**src/rtl/gpio_cfg_pkg.sv**
```systemverilog
package gpio_cfg_pkg;

    // Bit positions in configuration word 1
    localparam int W1_OUT  = 31;
    localparam int W1_IN   = 30;
    localparam int W1_TLVL = 4;
    localparam int W1_TINV = 3;
    localparam int W1_DIR  = 2;
    localparam int W1_MODE = 0;

    // Bit positions in configuration word 2
    localparam int W2_SDIS = 2;
    localparam int W2_PULL = 0;

    // Byte base of the per-pin word pairs
    localparam int CFG_BASE = 'h100;

    typedef struct packed {
        logic       out_lvl;
        logic       trig_lvl;
        logic       trig_inv;
        logic       dir_in;
        logic       gpio_mode;
        logic       sense_dis;
        logic [1:0] pull;
    } pin_cfg_t;

    localparam pin_cfg_t PIN_CFG_RST = '{
        out_lvl:   1'b0,
        trig_lvl:  1'b0,
        trig_inv:  1'b0,
        dir_in:    1'b1,
        gpio_mode: 1'b0,
        sense_dis: 1'b1,
        pull:      2'b00
    };

endpackage

```
**src/rtl/gpio_addr_dec.sv**
```systemverilog
module gpio_addr_dec
    import gpio_cfg_pkg::*;
#(
    parameter int NUM_PINS  = 94,
    parameter int ADDR_W    = 12,
    parameter int OWN_WORDS = 3,
    parameter int PIN_W     = 7,
    parameter int OWN_IDX_W = 2
) (
    input  logic [ADDR_W-1:0]    addr,
    output logic                 own_hit,
    output logic [OWN_IDX_W-1:0] own_idx,
    output logic                 cfg_hit,
    output logic [PIN_W-1:0]     cfg_pin,
    output logic                 cfg_sel2
);

    localparam logic [ADDR_W-1:0] BASE      = ADDR_W'(CFG_BASE);
    localparam logic [ADDR_W-4:0] PIN_LIMIT = (ADDR_W-3)'(NUM_PINS);
    localparam logic [ADDR_W-3:0] OWN_LIMIT = (ADDR_W-2)'(OWN_WORDS);

    logic [ADDR_W-1:0] offs;
    logic [ADDR_W-3:0] word_addr;
    logic              aligned;

    always_comb begin
        offs      = addr - BASE;
        word_addr = addr[ADDR_W-1:2];
        aligned   = (offs[1:0] == 2'b00);
        // Bitmapped group: one word per 32 pins from address zero
        own_hit   = aligned && (word_addr < OWN_LIMIT);
        own_idx   = word_addr[OWN_IDX_W-1:0];
        // Per-pin pairs: eight bytes per pin from the base
        cfg_hit   = aligned && (addr >= BASE) && (offs[ADDR_W-1:3] < PIN_LIMIT);
        cfg_pin   = offs[PIN_W+2:3];
        cfg_sel2  = offs[2];
    end

endmodule

```
**src/rtl/gpio_pin_slice.sv**
```systemverilog
module gpio_pin_slice
    import gpio_cfg_pkg::*;
#(
    parameter int SYNC_STAGES = 2
) (
    input  logic        clk,
    input  logic        rst_n,
    input  logic        wr_w1,
    input  logic        wr_w2,
    input  logic [31:0] wdata,
    input  logic        pad_in,
    output pin_cfg_t    cfg,
    output logic [31:0] rd_w1,
    output logic [31:0] rd_w2
);

    typedef struct packed {
        pin_cfg_t               cfg;
        logic [SYNC_STAGES-1:0] sync;
    } slice_st_t;

    localparam slice_st_t SLICE_RST = '{cfg: PIN_CFG_RST, sync: '0};

    slice_st_t st_d, st_q;

    logic unused_wbits;
    assign unused_wbits = ^wdata[29:5];

    always_comb begin
        st_d      = st_q;
        // Newest sample enters at bit 0, oldest is the MSB
        st_d.sync = (st_q.sync << 1) | SYNC_STAGES'(pad_in);
        if (wr_w1) begin
            st_d.cfg.out_lvl   = wdata[W1_OUT];
            st_d.cfg.trig_lvl  = wdata[W1_TLVL];
            st_d.cfg.trig_inv  = wdata[W1_TINV];
            st_d.cfg.dir_in    = wdata[W1_DIR];
            st_d.cfg.gpio_mode = wdata[W1_MODE];
        end
        if (wr_w2) begin
            st_d.cfg.sense_dis = wdata[W2_SDIS];
            st_d.cfg.pull      = wdata[W2_PULL+1:W2_PULL];
        end
    end

    always_ff @(posedge clk) begin
        if (!rst_n) st_q <= SLICE_RST;
        else        st_q <= st_d;
    end

    always_comb begin
        rd_w1          = '0;
        rd_w1[W1_OUT]  = st_q.cfg.out_lvl;
        rd_w1[W1_IN]   = st_q.sync[SYNC_STAGES-1] & ~st_q.cfg.sense_dis;
        rd_w1[W1_TLVL] = st_q.cfg.trig_lvl;
        rd_w1[W1_TINV] = st_q.cfg.trig_inv;
        rd_w1[W1_DIR]  = st_q.cfg.dir_in;
        rd_w1[W1_MODE] = st_q.cfg.gpio_mode;
        rd_w2          = '0;
        rd_w2[W2_SDIS] = st_q.cfg.sense_dis;
        rd_w2[W2_PULL+1:W2_PULL] = st_q.cfg.pull;
    end

    assign cfg = st_q.cfg;

endmodule

```
**src/rtl/gpio_cfg_bank.sv**
```systemverilog
module gpio_cfg_bank
    import gpio_cfg_pkg::*;
#(
    parameter int NUM_PINS    = 94,
    parameter int ADDR_W      = 12,
    parameter int SYNC_STAGES = 2
) (
    input  logic                  clk,
    input  logic                  rst_n,
    input  logic [ADDR_W-1:0]     bus_addr,
    input  logic                  bus_wr,
    input  logic [31:0]           bus_wdata,
    output logic [31:0]           bus_rdata,
    input  logic [NUM_PINS-1:0]   own_map,
    input  logic [NUM_PINS-1:0]   pad_in,
    output logic [NUM_PINS-1:0]   pad_out,
    output logic [NUM_PINS-1:0]   pad_oe,
    output logic [NUM_PINS-1:0]   pad_gpio_mode,
    output logic [2*NUM_PINS-1:0] pad_pull,
    output logic [NUM_PINS-1:0]   pad_sense_dis,
    output logic [NUM_PINS-1:0]   irq_trig_level,
    output logic [NUM_PINS-1:0]   irq_trig_invert
);

    localparam int OWN_WORDS = (NUM_PINS + 31) / 32;
    localparam int OWN_IDX_W = (OWN_WORDS > 1) ? $clog2(OWN_WORDS) : 1;
    localparam int PIN_W     = (NUM_PINS > 1) ? $clog2(NUM_PINS) : 1;

    typedef struct packed {
        logic [31:0] rdata;
    } bank_st_t;

    bank_st_t st_d, st_q;

    logic                 own_hit;
    logic [OWN_IDX_W-1:0] own_idx;
    logic                 cfg_hit;
    logic [PIN_W-1:0]     cfg_pin;
    logic                 cfg_sel2;

    logic [31:0] rd_w1 [NUM_PINS];
    logic [31:0] rd_w2 [NUM_PINS];
    logic [OWN_WORDS*32-1:0] own_pad;

    gpio_addr_dec #(
        .NUM_PINS  (NUM_PINS),
        .ADDR_W    (ADDR_W),
        .OWN_WORDS (OWN_WORDS),
        .PIN_W     (PIN_W),
        .OWN_IDX_W (OWN_IDX_W)
    ) i_dec (
        .addr     (bus_addr),
        .own_hit  (own_hit),
        .own_idx  (own_idx),
        .cfg_hit  (cfg_hit),
        .cfg_pin  (cfg_pin),
        .cfg_sel2 (cfg_sel2)
    );

    for (genvar g = 0; g < NUM_PINS; g++) begin : g_pin
        pin_cfg_t cfg;
        logic     wr_w1;
        logic     wr_w2;
        logic     pin_sel;

        assign pin_sel = cfg_hit && (cfg_pin == PIN_W'(g));
        assign wr_w1   = bus_wr && pin_sel && !cfg_sel2;
        assign wr_w2   = bus_wr && pin_sel && cfg_sel2;

        gpio_pin_slice #(
            .SYNC_STAGES (SYNC_STAGES)
        ) i_slice (
            .clk    (clk),
            .rst_n  (rst_n),
            .wr_w1  (wr_w1),
            .wr_w2  (wr_w2),
            .wdata  (bus_wdata),
            .pad_in (pad_in[g]),
            .cfg    (cfg),
            .rd_w1  (rd_w1[g]),
            .rd_w2  (rd_w2[g])
        );

        assign pad_out[g]           = cfg.out_lvl;
        assign pad_oe[g]            = cfg.gpio_mode & ~cfg.dir_in;
        assign pad_gpio_mode[g]     = cfg.gpio_mode;
        assign pad_pull[2*g +: 2]   = cfg.pull;
        assign pad_sense_dis[g]     = cfg.sense_dis;
        assign irq_trig_level[g]    = cfg.trig_lvl;
        assign irq_trig_invert[g]   = cfg.trig_inv;
    end

    always_comb begin
        own_pad                 = '0;
        own_pad[NUM_PINS-1:0]   = own_map;
    end

    always_comb begin
        st_d       = st_q;
        st_d.rdata = '0;
        if (own_hit) begin
            st_d.rdata = own_pad[{own_idx, 5'b00000} +: 32];
        end else if (cfg_hit) begin
            st_d.rdata = cfg_sel2 ? rd_w2[cfg_pin] : rd_w1[cfg_pin];
        end
    end

    always_ff @(posedge clk) begin
        if (!rst_n) st_q <= '0;
        else        st_q <= st_d;
    end

    assign bus_rdata = st_q.rdata;

endmodule

```
**config.mk**
```make
export PLATFORM = sky130hd
export DESIGN_NAME = gpio_cfg_bank
export DESIGN_NICKNAME = d
export VERILOG_FILES = /design/src/rtl/gpio_cfg_pkg.sv /design/src/rtl/gpio_addr_dec.sv /design/src/rtl/gpio_pin_slice.sv /design/src/rtl/gpio_cfg_bank.sv
export SDC_FILE = /design/constraint.sdc
export NUM_CORES = 2
export LEC_CHECK = 0
export BUFFER_PORTS_ARGS = -buffer_cell sky130_fd_sc_hd__buf_4
export CAP_MARGIN = 5
export CORE_AREA = 8 8 391 393
export DETAILED_ROUTE_END_ITERATION = 8
export DIE_AREA = 0 0 399 401
export PLACE_DENSITY_LB_ADDON = 0.15
export SYNTH_ARGS = -nofsm -noshare
export SYNTH_HDL_FRONTEND = slang
export SYNTH_SLANG_ARGS = --single-unit
export TNS_END_PERCENT = 50
```
**constraint.sdc**
```tcl
create_clock -name clk -period 3 [get_ports clk]
set_input_delay 0.3 -clock clk [delete_from_list [all_inputs] [get_ports clk]]
set_output_delay 0.3 -clock clk [all_outputs]
set_load 0.03 [all_outputs]
```
* After elaboration in Yosys (flattened, before gate mapping)
Cells that the tools add are included. Widths: inputs -> output; s select.
Word-level totals: bits in registers 972, bits of input ports 235, output and inout port bits 784, logic and storage cells 1714
Operators by class: add/subtract/negate cells 1, order comparisons 4, equal/unequal tests 93, shift-type cells 1, multiplexer cells 9, bitwise operators 471, reduce and logical (&&, ||, !) cells 382
Operators by type and width (count):
- $bmux 32 s7 | 2
- $logic_and 1x1->1 | 379
- $eq 7x6->1 const B | 32
- $mux 32 | 7
- $eq 7x7->1 const B | 30
- $and 1x1->1 | 188
- $not 1->1 | 188
- $or 2x1->2 | 94
- $eq 7x5->1 const B | 16
- $shiftx 96x8->32 | 1
- $eq 7x4->1 const B | 8
- $eq 7x3->1 const B | 4
- $eq 7x2->1 const B | 2
- $ge 12x9->1 const B | 1
- $sub 12x9->12 const B | 1
- $lt 10x2->1 const B | 1
- $lt 9x7->1 const B | 1
- $ge 8x8->1 const B | 1
- $not 7->8 | 1
- $eq 7x1->1 const B | 1
- $logic_not 7->1 | 1
- $logic_not 2->1 | 1
- $logic_not 1->1 | 1

* Longest topological paths before layout
depth after elaboration 8, mapped depth 11, mapped depth without buffers 8

* Modules after synthesis
A second synthesis with hierarchy kept.
Second synthesis, totals: cell total of the unflattened synthesis 14146, area total of the unflattened synthesis 134990.7 um^2
Modules (own cells, without submodules):
- gpio_pin_slice | times used 94, cells an instance 102, area each 892.1 um^2, sequential area each 200.2 um^2
- gpio_cfg_bank | times used 1, cells an instance 4534, area each 50952.6 um^2, sequential area each 640.6 um^2
- gpio_addr_dec | times used 1, cells an instance 24, area each 180.2 um^2, sequential area each 0.0 um^2

* Worst setup path after synthesis
No wires, ideal clock.
path type input to register, from input bus_addr[8], to register g_pin[32].i_slice.st_q (netlist bit g_pin[32].i_slice.cfg[4]), library setup time 0.129 ns, data arrival time 2.803 ns, required time 2.871 ns, path slack 0.067 ns, stages 11, buffers on the path 3, cells stage by stage clkinv_1 -> buf_1 -> ha_1 -> xnor2_2 -> o211ai_2 -> or4_1 -> buf_6 -> buf_8 -> nor3_4 -> mux2i_1 -> nand2_1
Between the ends: word-level cells in the longest chain between the ends 6, elaborated cells between the ends (all ways) 9, those cells by class 1 x add/sub; 2 x order compare; 1 x eq/ne; 5 x reduce/logical
Ends and longest elaborated chain:
- from (decl) | RTL line gpio_cfg_bank.sv:10 | input logic [ADDR_W-1:0] bus_addr,
- $sub 12x9->12 / $ge 12x9->1 (equally long branches) | RTL line gpio_addr_dec.sv:27, gpio_addr_dec.sv:34
- $lt 9x7->1 / $logic_and 1x1->1 (equally long branches) | RTL line gpio_addr_dec.sv:34 | cfg_hit = aligned && (addr >= BASE) && (offs[ADDR_W-1:3] < PIN_LIMIT);
- $logic_and 1x1->1 | RTL line gpio_addr_dec.sv:34
- $logic_and 1x1->1 * | RTL line gpio_cfg_bank.sv:66 | assign pin_sel = cfg_hit && (cfg_pin == PIN_W'(g));
- $logic_and 1x1->1 * (2 in series) | RTL line gpio_cfg_bank.sv:67 | assign wr_w1 = bus_wr && pin_sel && !cfg_sel2;
- to (signal assigned) | RTL line gpio_pin_slice.sv:48 | else st_q <= st_d;
- to (decl) | RTL line gpio_pin_slice.sv:24 | slice_st_t st_d, st_q;
Every way passes the cells marked *; elsewhere a longest branch is shown, timed or not. A chain may end at the register's enable or synchronous reset.

* Final worst setup path
from register g_pin[6].i_slice.st_q (netlist bit g_pin[6].i_slice.cfg[2]), to register st_q (netlist bit bus_rdata[30])
Between the ends: word-level cells in the longest chain between the ends 8
Ends and longest elaborated chain:
- from (decl) | RTL line gpio_pin_slice.sv:24
- from (signal assigned) | RTL line gpio_pin_slice.sv:48
- $not 1->1 | RTL line gpio_pin_slice.sv:54 | rd_w1[W1_IN] = st_q.sync[SYNC_STAGES-1] & ~st_q.cfg.sense_dis;
- $and 1x1->1 | RTL line gpio_pin_slice.sv:54
- $bmux 32 s7 | RTL line gpio_cfg_bank.sv:104 | st_d.rdata = cfg_sel2 ? rd_w2[cfg_pin] : rd_w1[cfg_pin];
- $mux 32 (implied by the code) (2 in series) | RTL line gpio_cfg_bank.sv:104
- $mux 32 | RTL line gpio_cfg_bank.sv:104
- $mux 32 | RTL line gpio_cfg_bank.sv:103 | end else if (cfg_hit) begin
- $mux 32 | RTL line gpio_cfg_bank.sv:101 | if (own_hit) begin
- to (signal assigned) | RTL line gpio_cfg_bank.sv:110 | else st_q <= st_d;
- to (decl) | RTL line gpio_cfg_bank.sv:33 | bank_st_t st_d, st_q;
No other way between the ends. The select of a mux whose other input is x is not followed.

==> flow_results.org <==
** Worst setup path
- The startpoint identified for the worst register-to-register timing path is g_pin[6].i_slice.cfg[2]$_SDFFE_PN1P_.
- Among all stages on the critical path, the largest delay is contributed by sky130_fd_sc_hd__mux4_2.
- Number of buffer and inverter instances along the worst setup path :: 0
- Sort of element at the end of the critical path :: flop
- Classification of the worst setup path :: reg -> reg
- For this run, the slowest stage of the critical path takes 0.57 ns.
- Required time of the critical path :: 3.56 ns
- Cell-by-cell listing of the critical path :: nor2b_1 > mux4_2 > mux4_2 > and2_1 > o2111ai_1 > o311ai_0
- The most numerous cell type found on the critical path is sky130_fd_sc_hd__mux4_2.
- Family of cells with the greatest summed delay on the critical path :: multiplexers
- The worst register-to-register path ends at bus_rdata[30]$_SDFF_PN0_.
- STA classifies the critical path startpoint as a flop.
- The most critical setup path has its startpoint at g_pin[6].i_slice.cfg[2]$_SDFFE_PN1P_.
- FF-to-FF setup slack :: 0.30 ns
- Largest fanout of any net on the critical path :: 4
- The worst register-to-register path has a depth of 6.
- The most critical setup path has its endpoint at bus_rdata[30]$_SDFF_PN0_.
- Data arrival time of the critical path :: 3.27 ns
- In this run the number of cells on the critical path is 6.

** Yosys
- Mapped Avg Cell Area :: 9.86 µm²
- Unique masters post-synth :: 78
- Synthesized instance count :: 4,871
- Of the post-synthesis cell area, the dominant cell type holds 40.5%.
- Ranked by total cell area, the synthesized netlist is headed by sky130_fd_sc_hd__dfxtp_1 (41%), sky130_fd_sc_hd__mux2i_1 (13%), sky130_fd_sc_hd__buf_4 (10%).
- The synthesized design contains 972 register bits.
- The number of nets in the synthesized netlist is 5,109.
- Number of warning messages in the yosys log :: 0
- Async set-reset flop share out of synthesis :: 0%
- Post-synthesis instance area :: 48,000 µm²
- Register area share after synthesis :: 40.5%
- Number of enable flip-flop cells after synthesis :: 0
- Most used flip-flop cell after synthesis :: sky130_fd_sc_hd__dfxtp_1
- Library cell occupying the most area in the post-synthesis netlist :: sky130_fd_sc_hd__dfxtp_1

** Clock network
- TritonCTS created 112 clock buffers.
- Clock-pin slew was measured on the worst setup and hold paths at 0.06 ns.
- At the later pin of the worst-skew pair, clock insertion delay measures 0.74 ns.
- Clock sink count :: 972
- In this run the deepest clock path goes through 3 buffers.
- The tree is rooted in a sky130_fd_sc_hd__clkbuf_16.
- TritonCTS built the clock tree.
- Number of levels the H-tree was split into :: 3

** Status
- The flow ran to the end, and the final reports show no timing, DRC or antenna violations.

** Placement
- The number of placed instances, taps included, is 7,038.
- In this run the tool buffered the top-level ports with 992 buffer cells.
- HPWL Detailed :: 170,000 µm
- Placer Congestion :: 0.909
- In this run the cell area measured after placement is 54,200 µm².
- Place WS :: -0.303 ns

** STA
- Time the final worst path needs with I/O delays and setup :: 2.70 ns
- Setup repair after global routing missed its margin :: no
- Across all setup checks in the final design, the least slack found is 0.299 ns.
- The tightest hold path in the finished design has a slack of 0.0454 ns.
- On the final layout, the worst clock skew is 0.0217 ns.
- The final max-slew violation count was 0.
- Worst slew pin tran :: 1.04 ns
- Headroom to the max-slew limit came out at 30.9%.
- Count of final hold-check violations :: 0
- Maximum clock rate :: 370 MHz
- After layout, the worst path uses 90.0% of the clock period.
- Setup violations remaining at the end of the flow were counted as 0.

** Power
- Final Power :: 0.0285 W
- Static Leak :: 23.1 nW
- PwrDens :: 482 nW/µm²
- Worst-case vdd ir drop :: 0.412 mV

** Cells and area
- In the final design database the tool counted 5,611 nets.
- Most common cell after layout, fill and taps aside :: sky130_fd_sc_hd__buf_4
- The post-route netlist has 32.6% of its cells at a drive strength greater than 1.
- Area added between synthesis and finish :: 23.3%
- In the layout the commonest cells are sky130_fd_sc_hd__buf_4 (1,196), sky130_fd_sc_hd__dfxtp_1 (972), sky130_fd_sc_hd__mux2i_1 (627).
- After routing the design area is 59,200 µm².
- Final instance count without filler cells :: 7,408

** Die
- Height of the die :: 401 µm
- The total area inside the core boundary comes to 147,000 µm².
- Once the floorplan was initialized, standard cells occupied 32.7% of the core.
- Horizontal extent of the die :: 399 µm
- The die covers 160,000 µm².
- Num ports :: 1,019
- The floorplan has 141 rows.

** Drt
- Dividing the detail-routed via count by the number of cells gives 5.12.
- The final layout contains routed wiring with a total length of 223,000 µm.
- For this run, design rule violations remaining after detail routing come to 0.
- Routed length per placed instance :: 30.1 µm
- Number of antenna-violating nets in the routed design :: 0
- The first routing iteration left 2,989 violations.
- Detailed Routing Iterations Pass 1 :: 5
- The final route contains 37,900 vias.

** Global routing
- Entering global routing, the biggest net connects 161 pins.
- Across every metal layer, demand over resource in global routing totals 26.7%.
- Number of antenna violations at the first check in global routing :: 27
- The via count of the first global-routing pass came to 37,600.
- Summed over all layers, the global routing overflow is 0.
- The first global-routing pass estimated 309,000 µm of wire.

** Min path
- The tightest min-delay check is of the in -> reg type.
- Worst Hold Depth :: 4

** Flow run
- Across the run, the number of max-cap violations was 0.
==> per-layer routing <==
layer  GRT usage [%]  share of wire [%]
met2            43.5                 47
met5               0              0.042
met1            35.6                 44
met3            6.42                7.2
met4            6.39                2.6
==> state kept, by name, summed over array words and instances (netlist names) <==
name / flops
g_pin.i_slice.cfg: 752
g_pin.i_slice.st_q: 188
bus_rdata: 32
==> report_power, final <==
| group | total [W] | internal [W] | switching, W |
|---|---|---|---|
| combinational | 0.00216 | 0.000842 | 0.00132 |
| sequential | 0.0131 | 0.0130 | 0.0000350 |
| clock | 0.0133 | 0.00751 | 0.00582 |
| total | 0.0285 | 0.0214 | 0.00717 |
==> through the flow <==
| stage | utilization, % | TNS [ns] |
|---|---|---|
| after floorplan | - | 0 |
| after global placement | 36.9 | -7.17 |
| after detailed placement | 36.9 | -5.77 |
| after CTS | 40.3 | 0 |
| after global routing | 40.3 | 0 |
| final | 40.4 | 0 |
==> cell type report <==
class / instances / area [µm²]
Clock inverter: 25 / 215
Tap cell: 1930 / 2410
Antenna cell: 23 / 57.6
Multi-Input combinational cell: 2861 / 22100
Timing Repair Buffer: 1409 / 11700
Clock buffer: 171 / 3250
Fill cell: 14500 / 87500
Inverter: 17 / 71.3
Sequential cell: 972 / 19500
==> how the worst min path moves through the flow <==
stage | startpoint | endpoint | slack [ns]
2_1_floorplan | g_pin[0].i_slice.st_q[0]$_SDFF_PN0_ | g_pin[0].i_slice.st_q[1]$_SDFF_PN0_ | 0.41
3_3_place_gp | g_pin[5].i_slice.st_q[0]$_SDFF_PN0_ | g_pin[5].i_slice.st_q[1]$_SDFF_PN0_ | 0.41
3_5_place_dp | g_pin[48].i_slice.st_q[0]$_SDFF_PN0_ | g_pin[48].i_slice.st_q[1]$_SDFF_PN0_ | 0.42
4_1_cts | own_map[65] | bus_rdata[1]$_SDFF_PN0_ | 0.02
5_1_grt | own_map[66] | bus_rdata[2]$_SDFF_PN0_ | 0.07
6_report | own_map[66] | bus_rdata[2]$_SDFF_PN0_ | 0.05
==> worst min-delay path, delay by kind of cell <==
kind	cells	cell delay, ns
compound gates	2	0.23
buf+inv	1	0.08
simple gates	1	0.13
==> Yosys cell counts (3+ instances only) <==
| master | number |
|---|---|
| sky130_fd_sc_hd__dfxtp_1 | 972 |
| sky130_fd_sc_hd__buf_4 | 671 |
| sky130_fd_sc_hd__mux2i_1 | 627 |
| sky130_fd_sc_hd__nor2_1 | 555 |
| sky130_fd_sc_hd__nand2_1 | 364 |
| sky130_fd_sc_hd__clkbuf_1 | 226 |
| sky130_fd_sc_hd__mux4_2 | 209 |
| sky130_fd_sc_hd__and2_1 | 193 |
| sky130_fd_sc_hd__o21ai_0 | 191 |
| sky130_fd_sc_hd__a21oi_1 | 174 |
| sky130_fd_sc_hd__nor2b_1 | 125 |
| sky130_fd_sc_hd__nand3_1 | 87 |
| sky130_fd_sc_hd__nor3_4 | 60 |
| sky130_fd_sc_hd__buf_1 | 53 |
| sky130_fd_sc_hd__buf_2 | 52 |
| sky130_fd_sc_hd__nor3_2 | 37 |
| sky130_fd_sc_hd__nor3_1 | 34 |
| sky130_fd_sc_hd__nand2b_1 | 30 |
| sky130_fd_sc_hd__a221oi_1 | 19 |
| sky130_fd_sc_hd__a22oi_1 | 15 |
| sky130_fd_sc_hd__buf_6 | 15 |
| sky130_fd_sc_hd__inv_1 | 15 |
| sky130_fd_sc_hd__nand3b_1 | 15 |
| sky130_fd_sc_hd__mux2_2 | 13 |
| sky130_fd_sc_hd__a22o_1 | 9 |
| sky130_fd_sc_hd__a222oi_1 | 8 |
| sky130_fd_sc_hd__o311a_1 | 8 |
| sky130_fd_sc_hd__nand3_2 | 7 |
| sky130_fd_sc_hd__nand4_1 | 5 |
| sky130_fd_sc_hd__and3_1 | 4 |
| sky130_fd_sc_hd__and3b_1 | 4 |
| sky130_fd_sc_hd__nand4b_1 | 4 |
| sky130_fd_sc_hd__nor3b_1 | 4 |
| sky130_fd_sc_hd__a211o_1 | 3 |
| sky130_fd_sc_hd__a31oi_1 | 3 |
| sky130_fd_sc_hd__buf_8 | 3 |
| sky130_fd_sc_hd__ha_1 | 3 |
| sky130_fd_sc_hd__or3b_2 | 3 |
==> what timing repair did <==
action	in CTS	in global routing
resized for setup	0	0
endpoints found under the setup margin	0	0
hold buffers	151	0
hold endpoints to repair	143	0
setup buffers	0	0
==> logic make-up after synthesis <==
family	share of synthesized area, %
and+or+nand+nor	16.9
buffers and inverters	13.8
DFF	40.5
muxes	23.2
AOI/OAI and AO/OA	5.49
xor gates and xnor gates	0.0703
adders and majority gates	0.0781
(Power assumes the default switching activity.)
